--- config.mk ---
export PLATFORM = sky130hd
export DESIGN_NAME = bmon_top
export DESIGN_NICKNAME = d
export VERILOG_FILES = /design/src/rtl/bmon_pkg.sv /design/src/rtl/bmon_tenure_timer.sv /design/src/rtl/bmon_err_regs.sv /design/src/rtl/bmon_top.sv
export SDC_FILE = /design/constraint.sdc
export NUM_CORES = 1
export LEC_CHECK = 0
export BUFFER_PORTS_ARGS = -buffer_cell sky130_fd_sc_hd__buf_2
export CAP_MARGIN = 20
export CELL_PAD_IN_SITES_DETAIL_PLACEMENT = 0
export CELL_PAD_IN_SITES_GLOBAL_PLACEMENT = 1
export CORE_MARGIN = 4
export CORE_UTILIZATION = 47
export CTS_BUF_LIST = sky130_fd_sc_hd__clkbuf_8
export CTS_CLUSTER_DIAMETER = 40
export CTS_CLUSTER_SIZE = 16
export DETAILED_ROUTE_END_ITERATION = 8
export HOLD_SLACK_MARGIN = 0.1
export PLACE_DENSITY_LB_ADDON = 0.1
export SYNTH_ARGS = -nofsm -noshare
export SYNTH_HDL_FRONTEND = slang
export SYNTH_SLANG_ARGS = --single-unit
--- constraint.sdc ---
create_clock -name clk -period 4.7 [get_ports clk]
set_input_delay 1.175 -clock clk [delete_from_list [all_inputs] [get_ports clk]]
set_output_delay 1.175 -clock clk [all_outputs]
set_load 0.02 [all_outputs]
--- src/rtl/bmon_pkg.sv ---
package bmon_pkg;
    localparam int MID_W  = 4;
    localparam int TYP_W  = 3;
    localparam int NSRC   = 4;
    localparam int SEL_W  = $clog2(NSRC);
    localparam int RA_W   = 3;

    // source numbering doubles as capture priority (lowest wins)
    localparam int S_CLAIM = 0;
    localparam int S_ATMO  = 1;
    localparam int S_DTMO  = 2;
    localparam int S_XERR  = 3;

    localparam logic [RA_W-1:0] RA_STAT  = 3'd0;
    localparam logic [RA_W-1:0] RA_EN    = 3'd1;
    localparam logic [RA_W-1:0] RA_ROUTE = 3'd2;
    localparam logic [RA_W-1:0] RA_ALIM  = 3'd3;
    localparam logic [RA_W-1:0] RA_DLIM  = 3'd4;
    localparam logic [RA_W-1:0] RA_CAP   = 3'd5;

    typedef struct packed {
        logic [TYP_W-1:0] typ;
        logic [MID_W-1:0] mid;
    } tag_t;

    // codes with the top bit set have no legal target
    function automatic logic is_claimed(input logic [TYP_W-1:0] t);
        return t[TYP_W-1];
    endfunction
endpackage

--- src/rtl/bmon_tenure_timer.sv ---
module bmon_tenure_timer
    import bmon_pkg::*;
#(
    parameter int CNT_W = 16
) (
    input  logic             clk,
    input  logic             rst,
    input  logic             start,
    input  logic             done,
    input  logic [CNT_W-1:0] limit,
    input  tag_t             tag_in,
    output logic             open_o,
    output logic             expire_o,
    output tag_t             tag_o
);
    localparam logic [CNT_W-1:0] ONE = CNT_W'(1);

    logic [CNT_W-1:0] cnt;

    // fires on the edge that would complete the limit-th waiting cycle
    always_comb
        expire_o = open_o && !done && (limit != '0) && ((cnt + ONE) == limit);

    always_ff @(posedge clk) begin
        if (rst) begin
            open_o <= 1'b0;
            cnt    <= '0;
            tag_o  <= '0;
        end else if (start && !done) begin
            // a fresh start (re)arms the count
            open_o <= 1'b1;
            cnt    <= '0;
            tag_o  <= tag_in;
        end else if (open_o) begin
            if (done || expire_o)
                open_o <= 1'b0;
            else if (limit != '0)
                cnt <= cnt + ONE;
        end
    end

    p_expire_closes_r2: assert property (@(posedge clk) disable iff (rst)
        (expire_o && !start) |=> !open_o);

    p_done_closes_r3: assert property (@(posedge clk) disable iff (rst)
        (open_o && done && !start) |=> !open_o);
endmodule

--- src/rtl/bmon_err_regs.sv ---
module bmon_err_regs
    import bmon_pkg::*;
#(
    parameter int CNT_W = 16,
    parameter int DW    = 32
) (
    input  logic             clk,
    input  logic             rst,
    input  logic             we,
    input  logic [RA_W-1:0]  addr,
    input  logic [DW-1:0]    wdata,
    input  logic [NSRC-1:0]  ev,
    input  tag_t             ev_tag [NSRC],
    output logic [NSRC-1:0]  status,
    output logic [NSRC-1:0]  enable,
    output logic [NSRC-1:0]  route,
    output logic [CNT_W-1:0] alim,
    output logic [CNT_W-1:0] dlim,
    output logic [DW-1:0]    rdata
);
    tag_t            cap;
    logic [SEL_W-1:0] first;
    logic [NSRC-1:0] clr;
    logic            unused_wdata;

    assign unused_wdata = ^wdata;

    // lowest-numbered firing source wins the capture
    always_comb begin
        first = '0;
        for (int i = NSRC - 1; i >= 0; i--)
            if (ev[i]) first = SEL_W'(i);
    end

    always_comb clr = (we && addr == RA_STAT) ? wdata[NSRC-1:0] : '0;

    always_ff @(posedge clk) begin
        if (rst) begin
            status <= '0;
            enable <= '0;
            route  <= '0;
            alim   <= '0;
            dlim   <= '0;
            cap    <= '0;
        end else begin
            // set dominates the write-one clear
            status <= (status & ~clr) | ev;
            if (status == '0 && ev != '0)
                cap <= ev_tag[first];
            if (we) begin
                case (addr)
                    RA_EN:    enable <= wdata[NSRC-1:0];
                    RA_ROUTE: route  <= wdata[NSRC-1:0];
                    RA_ALIM:  alim   <= wdata[CNT_W-1:0];
                    RA_DLIM:  dlim   <= wdata[CNT_W-1:0];
                    default: ;
                endcase
            end
        end
    end

    // read map
    always_comb begin
        rdata = '0;
        case (addr)
            RA_STAT:  rdata[NSRC-1:0]  = status;
            RA_EN:    rdata[NSRC-1:0]  = enable;
            RA_ROUTE: rdata[NSRC-1:0]  = route;
            RA_ALIM:  rdata[CNT_W-1:0] = alim;
            RA_DLIM:  rdata[CNT_W-1:0] = dlim;
            RA_CAP: begin
                rdata[MID_W-1:0]       = cap.mid;
                rdata[MID_W +: TYP_W]  = cap.typ;
            end
            default: ;
        endcase
    end
endmodule

--- src/rtl/bmon_top.sv ---
module bmon_top
    import bmon_pkg::*;
#(
    parameter int CNT_W = 16,
    parameter int DW    = 32
) (
    input  logic              clk,
    input  logic              rst,
    input  logic              a_start,
    input  logic              a_ack,
    input  logic [MID_W-1:0]  a_mid,
    input  logic [TYP_W-1:0]  a_type,
    input  logic              d_start,
    input  logic              d_last,
    input  logic [MID_W-1:0]  d_mid,
    input  logic              xfer_err,
    input  logic              reg_we,
    input  logic [RA_W-1:0]   reg_addr,
    input  logic [DW-1:0]     reg_wdata,
    output logic [DW-1:0]     reg_rdata,
    output logic              claim,
    output logic              irq_norm,
    output logic              irq_mchk
);
    logic [NSRC-1:0]  ev, status, enable, route;
    logic [CNT_W-1:0] alim, dlim;
    tag_t             ev_tag [NSRC];
    tag_t             a_tag, d_tag, a_held, d_held;
    logic             a_open, a_exp, d_open, d_exp;

    // answer forbidden codes in the same cycle
    assign claim = a_start && is_claimed(a_type);

    assign a_tag = '{typ: a_type, mid: a_mid};
    assign d_tag = '{typ: '0,     mid: d_mid};

    bmon_tenure_timer #(.CNT_W(CNT_W)) u_atmr (
        .clk(clk), .rst(rst),
        .start(a_start && !claim), .done(a_ack),
        .limit(alim), .tag_in(a_tag),
        .open_o(a_open), .expire_o(a_exp), .tag_o(a_held)
    );

    bmon_tenure_timer #(.CNT_W(CNT_W)) u_dtmr (
        .clk(clk), .rst(rst),
        .start(d_start), .done(d_last),
        .limit(dlim), .tag_in(d_tag),
        .open_o(d_open), .expire_o(d_exp), .tag_o(d_held)
    );

    always_comb begin
        ev             = '0;
        ev[S_CLAIM]    = claim;
        ev[S_ATMO]     = a_exp;
        ev[S_DTMO]     = d_exp;
        ev[S_XERR]     = xfer_err;
        ev_tag[S_CLAIM] = a_tag;
        ev_tag[S_ATMO]  = a_held;
        ev_tag[S_DTMO]  = d_held;
        ev_tag[S_XERR]  = d_tag;
    end

    bmon_err_regs #(.CNT_W(CNT_W), .DW(DW)) u_regs (
        .clk(clk), .rst(rst),
        .we(reg_we), .addr(reg_addr), .wdata(reg_wdata),
        .ev(ev), .ev_tag(ev_tag),
        .status(status), .enable(enable), .route(route),
        .alim(alim), .dlim(dlim), .rdata(reg_rdata)
    );

    // per-source steering
    assign irq_mchk = |(status & enable & route);
    assign irq_norm = |(status & enable & ~route);

    p_sticky_r6: assert property (@(posedge clk) disable iff (rst)
        !(reg_we && reg_addr == RA_STAT) |=> ((status & $past(status)) == $past(status)));

    p_irq_masked_r8: assert property (@(posedge clk) disable iff (rst)
        (enable == '0) |-> (!irq_norm && !irq_mchk));

    p_claim_no_timer_r1: assert property (@(posedge clk) disable iff (rst)
        (claim && !a_open) |=> !a_open);
endmodule

==> results.tsv, run 1 <==
stage	metric	value	unit
route	drt total wl	15100	um
route	WL/cell	17.1	um
yosys	ys async rst share	0	%
worst_hold_path	Worst Hold Class	register to register	
cells_and_area	Final Util	51.5	%
yosys	Mapped Avg Cell Area	8.10	um2
setup_path	critical path launch point type	input pin	
cells_and_area	layout cells sized above 1	14.8	%
die	core area	12000	um2
yosys	area share of the largest cell type after synthesis	33.5	%
cts	Inserted Clock Buffers	9	
cells_and_area	Final nets	789	
placed_design	routability congestion estimate	0.937	
yosys	Seq/Total Area, Yosys	33.5	%
die	# rows	40	
yosys	flops & latches, synth	96	
cts	Root Driver	clkbuf_8	
setup_path	CP arrival	2840	ps
setup_path	CP Capture Type	primary output	
cts	hold_buf cts	0	
placed_design	Inst Count DP	869	
cts	post-cts sizing count	0	
yosys	Netlist cell types	70	
die	Initial Utilization	47.8	%
yosys	mapped cell area	5740	um2
grt	GR Overflow Total	0	
sta	Slew Viols, Final	0	
yosys	ys flop type	dfxtp_1	
flow_run	maxcap violations	0	
cells_and_area	Finished Layout Cells	884	
setup_path	worst path required time	3520	ps
cells_and_area	Reg area	1920	um2
sta	Worst slew margin	25.9	%
yosys	number of synthesis warnings	0	
placed_design	count of port buffers added during placement	56	
yosys	cell taking the most area after synthesis	dfxtp_1	
cells_and_area	filler instances	1246	
cells_and_area	Antenna Cells	0	
yosys	Synth Instances	709	
sta	Setup Skew	9.66	ps
route	drt first pass iters	5	
placed_design	DP Wirelength	11200	um
sta	final setup vio count	0	
sta	fin crit period	4010	ps
cts	htree depth	3	
sta	Hold Vio Cnt, Final	0	
route	vias per inst	5.86	
cells_and_area	multi-input logic area	3490	um2
sta	setup TNS	0	ps
grt	vias in the first global route	5005	
power	VDD IR-drop max	193	uV
route	DR DRC count	0	
die	Top Ports	89	
sta	fmax	249	MHz
cts	TritonCTS clock tree	built	
cts	Clock Latency Late Sink	380	ps
power	pwr dens	263	nW/um2
grt	first-pass GRT wire length	25000	um
setup_path	Crit Path Max Fanout	20	
cts	# Post-CTS Setup Buffers	0	
cts	clock sink count	96	
cts	Max clock buf depth	2	
sta	Worst Tran Pin Value	1110	ps
yosys	top area cells in the synthesized netlist	dfxtp_1 33%, nand2_1 6.3%, xnor2_1 5.5%	
yosys	Post-synth top cells	96 x dfxtp_1, 96 x nand2_1, 66 x nor2_1, 47 x a21oi_1, 36 x xnor2_1	
route	DRT iter0 DRCs	297	
power	Leak	2.25	nW
grt	largest net degree at the start of global routing	35	
die	Die W	119	um
die	die height	119	um
cells_and_area	Area Growth Syn to Fin	7.71	%
route	antenna-violating nets left	0	
route	via count	5179	
setup_path	critical path class	input pin to primary output	
run_status	run status	finished clean	
yosys	Post-synth EDFFs	0	
grt	Tot GR Track Use	21.6	%
sta	RSZ-0062 raised after global routing	false	
grt	initial antenna violation count	0	
die	die area	14100	um2
sta	final worst path period share	85.4	%
setup_path	Worst R2R Setup Slack	980	ps
cts	clk slew on worst S/H paths	90	ps
-- power breakdown --
part / total (W) / internal (W) / switching, W / leakage [nW]
logic: 0.000167 / 0.0000612 / 0.000105 / 1.35
clock network: 0.000612 / 0.000323 / 0.000288 / 0.117
registers: 0.000848 / 0.000830 / 0.0000187 / 0.777
total: 0.00163 / 0.00121 / 0.000412 / 2.25
-- kinds of logic after synthesis --
kind of cell	share of synthesized area (%)
and+or+nand+nor	26.2
AOI/OAI and AO/OA	17.6
DFF	33.5
buffers and inverters	6.84
xor gates and xnor gates	9.46
muxes	5.93
adders and majority gates	0.436
other	0.0653
-- per-layer routing --
| metal | up-vias | wire [um] | part of all wire (%) | GRT usage [%] |
|---|---|---|---|---|
| met4 | 0 | 255 | 1.7 | 8.04 |
| met2 | 163 | 6760 | 45 | 34.1 |
| met3 | 16 | 868 | 5.7 | 3.30 |
| met1 | 2458 | 7250 | 48 | 29.8 |
| met5 | - | 0 | 0 | 0 |
| li1 | 2542 | - | - | - |
-- metrics by stage --
| stage | hold slack [ps] | total power [W] | setup slack, ps | instance area (um2) |
|---|---|---|---|---|
| global route | 482 | 0.00170 | 581 | 6190 |
| CTS | 454 | 0.00164 | 747 | 6190 |
| detailed placement | 439 | 0.00103 | 749 | 5970 |
| finish | 447 | 0.00163 | 688 | 6190 |
| floorplan | 410 | 0.000985 | 1070 | 5800 |
| global placement | 428 | 0.00103 | 788 | 5970 |
-- registers in the layout (all words and copies together), names as in the netlist --
name and flops:
u_atmr.cnt 16, u_atmr.open_o 1, u_atmr.tag_o 7, u_dtmr.cnt 16, u_dtmr.open_o 1, u_dtmr.tag_o 4
u_regs.alim 16, u_regs.cap 7, u_regs.dlim 16, u_regs.enable 4, u_regs.route 4, u_regs.status 4
-- cells in the final DEF, fill, tap and decap left out, types with 11 or more instances in the layout --
master | Yosys | final
buf_2 | 9 | 56
nand3_1 | 19 | 19
xnor2_1 | 36 | 36
o21ai_0 | 12 | 12
nand2_1 | 96 | 96
dfxtp_1 | 96 | 96
nor2_1 | 66 | 66
xor2_1 | 26 | 26
inv_1 | 13 | 14
nor4_1 | 13 | 13
nand4_1 | 13 | 13
conb_1 | 1 | 16
clkbuf_8 | 0 | 11
mux2i_1 | 25 | 25
a21oi_1 | 47 | 47
a22o_1 | 17 | 17
-- layout make-up --
cell class	instances	area share, %
sequential	96	31.1
tap	147	2.97
multi-input combinational	551	56.4
clock buffer	11	2.45
timing repair buffer	61	5.14
inverter	14	0.850
clock inverter	4	1.11
-- critical path: stages --
cell     delay, ps
buf_2          360
nor2b_1        290
and2_1         520
nand2_1         90
o21ai_0        150
buf_2          230
-- path summary, 6_finish.rpt --
check / startpoint / to / depth (start not counted)
setup reg to reg: u_atmr.cnt[0] / u_regs.cap[3] / 9
setup / recovery: reg_addr[0] / reg_rdata[6] / 6
hold / removal: u_atmr.tag_o[6] / u_atmr.tag_o[6] / 2
hold reg to reg: u_atmr.tag_o[6] / u_atmr.tag_o[6] / 2
Note: power is estimated with default switching activity, not from simulation.
==> run 2, diff against run 1 <==
MAX_ROUTING_LAYER = met4   (was not set)
==> run 2 against run 1 <==
  * Clock power about the same
  * Routed wire length is 0.21% higher
  * Register-to-register slack better by 20 ps
  * Sequential power is essentially flat
  * Final cell count did not move
  * Worst hold slack is essentially flat
  * Combinational power is essentially flat
  * Power increased by 0.25%
  * Sequential share of layout area unchanged
  * Cell area unchanged
  * Global-route usage up 0.59 points
  * Critical path type unchanged
  * Critical endpoint unchanged
  * Largest cell class unchanged
  * Largest power group unchanged
==> results.tsv, run 2 (synthesis results as in run 1) <==
stage	metric	value	unit
run_status	run status	finished clean	
sta	Hold Vio Cnt, Final	0	
cts	# Post-CTS Setup Buffers	0	
cts	hold_buf cts	0	
grt	Tot GR Track Use	22.2	%
cts	Clock Latency Late Sink	380	ps
cts	post-cts sizing count	0	
sta	fin crit period	4010	ps
placed_design	DP Wirelength	11200	um
die	die height	119	um
die	die area	14100	um2
sta	Worst slew margin	25.5	%
die	Initial Utilization	47.8	%
power	sequential power share	52.0	%
cts	Root Driver	clkbuf_8	
route	drt total wl	15200	um
cells_and_area	Area Growth Syn to Fin	7.71	%
placed_design	Inst Count DP	869	
route	vias per inst	5.88	
setup_path	worst path required time	3520	ps
sta	final worst path period share	85.4	%
cells_and_area	fin area	6190	um2
route	via count	5201	
cts	clock sink count	96	
route	DR DRC count	0	
sta	RSZ-0062 raised after global routing	false	
sta	Worst Tran Pin Value	1110	ps
placed_design	routability congestion estimate	0.954	
power	VDD IR-drop max	193	uV
cts	Inserted Clock Buffers	9	
die	Die W	119	um
setup_path	CP arrival	2840	ps
route	WL/cell	17.1	um
setup_path	critical path class	input pin to primary output	
grt	first-pass GRT wire length	25000	um
cells_and_area	Finished Layout Cells	884	
route	DRT iter0 DRCs	367	
die	core area	12000	um2
grt	GR Overflow Total	0	
cts	htree depth	3	
power	Leak	2.25	nW
placed_design	placed cell area	5970	um2
sta	fmax	249	MHz
route	drt first pass iters	5	
cts	Max clock buf depth	2	
cts	clk slew on worst S/H paths	90	ps
cts	TritonCTS clock tree	built	
setup_path	critical path launch point type	input pin	
placed_design	count of port buffers added during placement	56	
sta	final setup vio count	0	
sta	Slew Viols, Final	0	
cells_and_area	Antenna Cells	0	
worst_hold_path	Worst Hold Class	register to register	
sta	setup TNS	0	ps
power	pwr dens	264	nW/um2
setup_path	Crit Path Max Fanout	20	
power	clock share of power	37.7	%
grt	initial antenna violation count	0	
power	Comb pwr share	10.3	%
flow_run	maxcap violations	0	
cells_and_area	commonest cells after routing, fill and taps aside	96 x nand2_1, 96 x dfxtp_1, 66 x nor2_1, 56 x buf_2, 47 x a21oi_1	
die	# rows	40	
die	Top Ports	89	
setup_path	CP Capture Type	primary output	
power	Sw Share	25.5	%
sta	Setup Skew	11.1	ps
cells_and_area	layout cells sized above 1	14.8	%
grt	largest net degree at the start of global routing	35	
grt	vias in the first global route	5006	
route	antenna-violating nets left	0	
cells_and_area	Final nets	789	
power	Internal	0.00121	W
power	NetSw	0.000417	W
==> run 2: per-stage QoR <==
step	total power, W	setup WS, ps	hold slack [ps]	utilization, %
floorplan	0.000985	1070	410	-
global placement	0.00103	788	428	49.7
detailed placement	0.00103	749	439	49.7
CTS	0.00164	747	454	51.5
global route	0.00170	583	482	51.5
finish	0.00163	688	447	51.5
==> run 2: per-layer routing <==
layer  vias up  track usage (%)  part of all wire, %
met4         0             8.11                  1.5
met1      2485             29.8                   48
met5         -                -                    0
met2       157             34.2                   45
met3        16             3.06                  5.1
li1       2543                -                    -
==> run 2: critical path, cell delays in order <==
cell and delay [ps]:
buf_2 360, nor2b_1 290, and2_1 520, nand2_1 90
o21ai_0 150, buf_2 230
==> run 2: power groups by stage <==
stage / clock network (W) / registers, W / logic [W]
3_3_place_gp: 0 / 0.000867 / 0.000163
2_1_floorplan: 0 / 0.000859 / 0.000126
4_1_cts: 0.000627 / 0.000848 / 0.000166
6_report: 0.000615 / 0.000848 / 0.000167
3_5_place_dp: 0 / 0.000867 / 0.000165
5_1_grt: 0.000662 / 0.000851 / 0.000185
==> run 2: worst paths after layout <==
kind / startpoint / endpoint / slack, ps / depth (start not counted)
worst max register to register: u_atmr.cnt[0] / u_regs.cap[3] / 1000 / 9
worst max-delay path: reg_addr[0] / reg_rdata[6] / 690 / 6
worst min register to register: u_atmr.tag_o[6] / u_atmr.tag_o[6] / 450 / 2
worst min-delay path: u_atmr.tag_o[6] / u_atmr.tag_o[6] / 450 / 2
==> run 2: final cells by class <==
| type | count | area (um2) |
|---|---|---|
| timing repair buffer | 61 | 318 |
| sequential | 96 | 1920 |
| inverter | 14 | 52.6 |
| clock inverter | 4 | 68.8 |
| tap | 147 | 184 |
| multi-input combinational | 551 | 3490 |
| fill | 1246 | 5830 |
| clock buffer | 11 | 151 |
